## src/rtl/linarr_pkg.sv

```systemverilog
package linarr_pkg;
  typedef enum logic [1:0] {
    ST_IDLE = 2'd0,
    ST_INIT = 2'd1,
    ST_SCAN = 2'd2
  } seq_state_e;
endpackage

```

## src/rtl/linarr_period_sel.sv

```systemverilog
module linarr_period_sel #(
  parameter int PER_W = 16,
  parameter int MIN_P = 2049
) (
  input  logic [PER_W-1:0] integ_in,
  input  logic             force_min,
  output logic [PER_W-1:0] period_out
);
  localparam logic [PER_W-1:0] MIN_V = PER_W'(MIN_P);

  always_comb begin
    if (force_min || (integ_in < MIN_V)) period_out = MIN_V;
    else                                  period_out = integ_in;
  end
endmodule

```

## src/rtl/linarr_frame_timer.sv

```systemverilog
module linarr_frame_timer #(
  parameter int PER_W = 16
) (
  input  logic             clk,
  input  logic             rst_n,
  input  logic             active,
  input  logic             load,
  input  logic [PER_W-1:0] period_in,
  output logic             phase,
  output logic [PER_W-1:0] slot,
  output logic             frame_end
);
  logic [PER_W-1:0] per_q;

  always_ff @(posedge clk) begin
    if (!rst_n) begin
      phase <= 1'b0;
      slot  <= '0;
      per_q <= '0;
    end else if (load) begin
      phase <= 1'b0;
      slot  <= '0;
      per_q <= period_in;
    end else if (active) begin
      phase <= ~phase;
      if (phase) slot <= slot + 1'b1;
    end else begin
      phase <= 1'b0;
      slot  <= '0;
    end
  end

  assign frame_end = active && phase && (slot == per_q - 1'b1);
endmodule

```

## src/rtl/linarr_idle_timer.sv

```systemverilog
module linarr_idle_timer #(
  parameter int PER_W = 16
) (
  input  logic             clk,
  input  logic             rst_n,
  input  logic             idle,
  input  logic [PER_W-1:0] limit,
  input  logic             clear_req,
  output logic             init_req
);
  localparam int CNT_W = PER_W + 2;

  logic [CNT_W-1:0] cnt;
  logic [CNT_W-1:0] thresh;

  assign thresh = {1'b0, limit, 1'b0};

  always_ff @(posedge clk) begin
    if (!rst_n) begin
      cnt <= '0;
    end else if (!idle) begin
      cnt <= '0;
    end else if (cnt != {CNT_W{1'b1}}) begin
      cnt <= cnt + 1'b1;
    end
  end

  always_ff @(posedge clk) begin
    if (!rst_n) begin
      init_req <= 1'b1;
    end else if (idle && (cnt >= thresh)) begin
      init_req <= 1'b1;
    end else if (clear_req) begin
      init_req <= 1'b0;
    end
  end
endmodule

```

## src/rtl/linarr_chain_readout.sv

```systemverilog
module linarr_chain_readout
  import linarr_pkg::*;
#(
  parameter int N_DEV       = 4,
  parameter int PIX_PER_DEV = 512,
  parameter int INIT_FRAMES = 12,
  parameter int INTEG_W     = 16,
  localparam int NPIX       = N_DEV * PIX_PER_DEV,
  localparam int IDX_W      = $clog2(NPIX)
) (
  input  logic               clk,
  input  logic               rst_n,
  input  logic               run,
  input  logic [INTEG_W-1:0] integ_period,
  output logic               sns_clk,
  output logic               sns_start,
  output logic               frame_valid,
  output logic               adc_strobe,
  output logic [IDX_W-1:0]   pix_idx
);
  localparam int MIN_P = NPIX + 1;
  localparam int CNT_W = 4;

  generate
    if (INIT_FRAMES < 12 || INIT_FRAMES > 15) begin : g_bad_init
      $error("INIT_FRAMES must lie in 12..15");
    end
  endgenerate

  seq_state_e st, st_n;
  logic [CNT_W-1:0] init_cnt, init_cnt_n;
  logic             load, use_min, clr_init;
  logic             active, phase, frame_end, init_req;
  logic [INTEG_W-1:0] period, slot;

  assign active = (st != ST_IDLE);

  linarr_period_sel #(.PER_W(INTEG_W), .MIN_P(MIN_P)) u_psel (
    .integ_in  (integ_period),
    .force_min (use_min),
    .period_out(period)
  );

  linarr_frame_timer #(.PER_W(INTEG_W)) u_timer (
    .clk      (clk),
    .rst_n    (rst_n),
    .active   (active),
    .load     (load),
    .period_in(period),
    .phase    (phase),
    .slot     (slot),
    .frame_end(frame_end)
  );

  linarr_idle_timer #(.PER_W(INTEG_W)) u_idle (
    .clk      (clk),
    .rst_n    (rst_n),
    .idle     (st == ST_IDLE),
    .limit    (period),
    .clear_req(clr_init),
    .init_req (init_req)
  );

  always_comb begin
    st_n       = st;
    init_cnt_n = init_cnt;
    load       = 1'b0;
    use_min    = 1'b0;
    clr_init   = 1'b0;
    case (st)
      ST_IDLE: begin
        if (run) begin
          load       = 1'b1;
          init_cnt_n = '0;
          if (init_req) begin
            st_n    = ST_INIT;
            use_min = 1'b1;
          end else begin
            st_n = ST_SCAN;
          end
        end
      end
      ST_INIT: begin
        if (frame_end) begin
          if (init_cnt == CNT_W'(INIT_FRAMES - 1)) begin
            clr_init = 1'b1;
            if (run) begin
              st_n = ST_SCAN;
              load = 1'b1;
            end else begin
              st_n = ST_IDLE;
            end
          end else begin
            init_cnt_n = init_cnt + 1'b1;
            load       = 1'b1;
            use_min    = 1'b1;
          end
        end
      end
      ST_SCAN: begin
        if (frame_end) begin
          if (run) load = 1'b1;
          else     st_n = ST_IDLE;
        end
      end
      default: st_n = ST_IDLE;
    endcase
  end

  always_ff @(posedge clk) begin
    if (!rst_n) begin
      st       <= ST_IDLE;
      init_cnt <= '0;
    end else begin
      st       <= st_n;
      init_cnt <= init_cnt_n;
    end
  end

  assign sns_clk     = active && !phase;
  assign sns_start   = active && !phase && (slot == '0);
  assign frame_valid = (st == ST_SCAN) && (slot < INTEG_W'(NPIX));
  assign adc_strobe  = frame_valid && phase;
  assign pix_idx     = slot[IDX_W-1:0];
endmodule

```

## config.mk

```make
export PLATFORM = sky130hd
export DESIGN_NAME = linarr_chain_readout
export DESIGN_NICKNAME = d
export VERILOG_FILES = /design/src/rtl/linarr_pkg.sv /design/src/rtl/linarr_period_sel.sv /design/src/rtl/linarr_frame_timer.sv /design/src/rtl/linarr_idle_timer.sv /design/src/rtl/linarr_chain_readout.sv
export SDC_FILE = /design/constraint.sdc
export NUM_CORES = 1
export LEC_CHECK = 0
export BUFFER_PORTS_ARGS = -buffer_cell sky130_fd_sc_hd__buf_4
export CORE_MARGIN = 5
export CORE_UTILIZATION = 38
export DETAILED_ROUTE_END_ITERATION = 6
export MAX_ROUTING_LAYER = met4
export PLACE_DENSITY = 0.59
export SYNTH_ARGS = -nofsm -noshare
export SYNTH_HDL_FRONTEND = slang
export SYNTH_SLANG_ARGS = --single-unit
```

## constraint.sdc

```tcl
create_clock -name clk -period 4.9 [get_ports clk]
set_input_delay 0.245 -clock clk [delete_from_list [all_inputs] [get_ports clk]]
set_output_delay 0.245 -clock clk [all_outputs]
set_load 0.01 [all_outputs]
```

==> flow_summary_export.csv <==
group,metric,value,unit
outcome,status,"finished clean",
logic_synthesis,synthArstFlopShare,0,%
logic_synthesis,synth_edf_count,0,
timing,setup-tns-final,0,ns
logic_synthesis,yosysUniqueCellTypes,63,
detailed_routing,route.final.wire_length,10100,um
detailed_routing,antenna_left,0,
placed_design,portBuffers,33,
finish,area_delta_synth_final,12.4,%
logic_synthesis,yosysMostFrequentCell,"dfxtp_1",
detailed_routing,routedWlPerCell,16.4,um
finish,fill_cells,1008,
timing,rsz0062_at_grt,"no",
finish,nNetsFinal,525,
floorplanning,io_pins,34,
critical_path,cp-end-kind,"flop",
power,leakage,1.70,nW
global_route,gr-total-overflow,0,
timing,hold_slack,0.131,ns
floorplanning,die_area,0.0122,mm2
job,cap_violations,0,
timing,worst_pin_slew,1.01,ns
cts,path_clk_slew,0.07,ns
finish,diodes,0,
placed_design,dp_hpwl,7770,um
logic_synthesis,synth_nets,507,
global_route,grtUsageTotal,18.6,%
global_route,grt_start_max_net_pins,21,
detailed_routing,viasPerCell,5.58,
floorplanning,start_util,39.1,%
detailed_routing,vias,3451,
global_route,grt_pass1_wl,16900,um
timing,fmax,0.224,GHz
cts,clkSinkCount,58,
logic_synthesis,synthCells,463,
logic_synthesis,ys_top_cells_by_count,"58 x dfxtp_1, 55 x nor2_1, 42 x nand2_1",
timing,maxSlewViolCount,0,
timing,relSlewSlack,31.5,%
logic_synthesis,yosysWarnings,0,
placed_design,routabilityCongestion,0.995,
cts,post-cts-setup-buffers,0,
floorplanning,die-width,110,um
power,ir_drop,0.211,mV
worst_hold_path,worstHoldPathType,"primary input to flop",
critical_path,cp.required,5.14,ns
cts,cts_tree,"done",
floorplanning,die_h,110,um
floorplanning,row_count,36,
detailed_routing,dr.pass1.iters,4,
logic_synthesis,ys_seq_area_share,30.4,%
global_route,grt_pass1_vias,3290,
cts,cts_resized,0,
logic_synthesis,ys_ff_latch,58,
cts,clockBufferDepth,2,
logic_synthesis,yosys.area.top_type,"dfxtp_1",
timing,hold_viol_final,0,
timing,min_period,4.46,ns
global_route,antenna_found_initial,0,
finish,layout-drive-gt1-share,12.2,%
critical_path,cp-start-kind,"flop",
timing,finalSetupViolCount,0,
cts,root_buffer,"clkbuf_8",
critical_path,worstPathArrival,4.70,ns
timing,finalClockSkew,0.0139,ns
timing,setup_slack,0.442,ns
finish,utilization,44.0,%
cts,numCtsBuffers,9,
detailed_routing,drc,0,
logic_synthesis,synth_top_area_share,30.4,%
logic_synthesis,synthFlopType,"dfxtp_1",
critical_path,critPathKind,"flop to flop",
logic_synthesis,synth_area_leaders,"dfxtp_1 30%, ha_1 8.2%, xor2_1 6.4%",
placed_design,post-place-ws,0.476,ns
logic_synthesis,syn_avg_cell_area,8.26,um2
power,p_per_area,391,mW/mm2
critical_path,critical_path.max_fanout,17,
timing,finalCritPeriodShare,91.0,%
detailed_routing,drt_iter0_drc,215,
floorplanning,coreArea,0.00977,mm2
cts,hold_buffers,0,
cts,htreeDepth,3,
cts,clock_latency,0.35,ns
logic_synthesis,synth_area,0.00382,mm2
[registers in the layout (all words and copies together), names as in the netlist]
register and cells:
u_timer.phase 1, init_cnt 4, u_timer.slot 16, u_idle.cnt 18
st 2, u_idle.init_req 1, u_timer.per_q 16
[kinds of logic (layout without fill, tap and decap cells)]
group,count (synthesis),in the layout,synth area share [%]
AOI/OAI and AO/OA,91,91,17.8
and+or+nand+nor,197,197,27.0
adders and majority gates,25,25,8.18
muxes,1,1,0.262
buffers and inverters,46,68,5.99
xor gates and xnor gates,45,45,10.3
DFF,58,58,30.4
[layer usage]
layer | global-route usage, % | share of wire, %
met1 | 25.3 | 51
met2 | 27.3 | 43
met4 | 8.27 | 1.9
met5 | - | 0
met3 | 2.62 | 4.4
[critical path: stages, from the launching register on]
cell and delay, ns:
dfxtp_1 0.37, inv_1 0.10, ha_1 0.25, nor4b_2 0.56, a21oi_1 0.17, a211o_1 0.29, a31oi_1 0.27, or2_2 0.19
o21a_1 0.44, nand2_1 0.13, ha_1 0.33, a21o_1 0.17, a211o_1 0.28, a21oi_1 0.13, o21ai_0 0.09, a21oi_1 0.15
o21ai_0 0.08, a221o_1 0.34
[per-stage QoR]
stage | cells | power [mW] | area [um2]
after floorplan | 463 | 1.04 | 3820
after detailed placement | 603 | 1.21 | 4090
final | 618 | 1.68 | 4300
after global routing | 618 | 1.79 | 4300
after CTS | 618 | 1.68 | 4300
after global placement | 603 | 1.21 | 4090
[path summary, 6_finish.rpt]
kind	start	to	slack (ns)	depth (start not counted)
max	u_timer.per_q[0]	u_idle.init_req	0.44	17
min	integ_period[3]	u_timer.per_q[3]	0.13	2
min reg2reg	init_cnt[3]	init_cnt[3]	0.49	2
max reg2reg	u_timer.per_q[0]	u_idle.init_req	0.44	17
[cell type report]
| class | instances | area [um2] | share of cell area, % |
|---|---|---|---|
| clock inverter | 2 | 35.0 | 0.815 |
| sequential | 58 | 1160 | 27.0 |
| inverter | 17 | 63.8 | 1.48 |
| clock buffer | 13 | 169 | 3.93 |
| tap | 133 | 166 | 3.87 |
| multi-input combinational | 359 | 2430 | 56.6 |
| timing repair buffer | 36 | 270 | 6.29 |
[layout by cell type, fill, tap and decap left out, types with 3 or more instances in the layout]
cell and count:
nor3b_1 3, dfxtp_1 58, clkbuf_8 12, xor2_1 28, a21oi_1 16, a211oi_1 3
nor4_1 9, or4_1 4, or3_1 5, o211ai_1 3, nor3_1 13, and3_1 6
nand2_1 42, and2_1 3, nand3_1 14, xnor2_1 17, nor2_1 55, nand2b_1 5
nand4_1 13, nor2b_1 4, a31oi_1 5, a21o_1 4, o21ai_0 13, ha_1 25
buf_4 36, a211o_1 5, o21a_1 5, a32o_1 16, inv_1 17, and4_1 4
nand3b_1 3
[report_power, final]
group	switching [mW]	internal, mW	total, mW
sequential	0.0542	0.508	0.562
combinational	0.386	0.260	0.646
clock	0.197	0.273	0.470
total	0.637	1.04	1.68
Note: power is estimated with default switching activity, not from simulation.
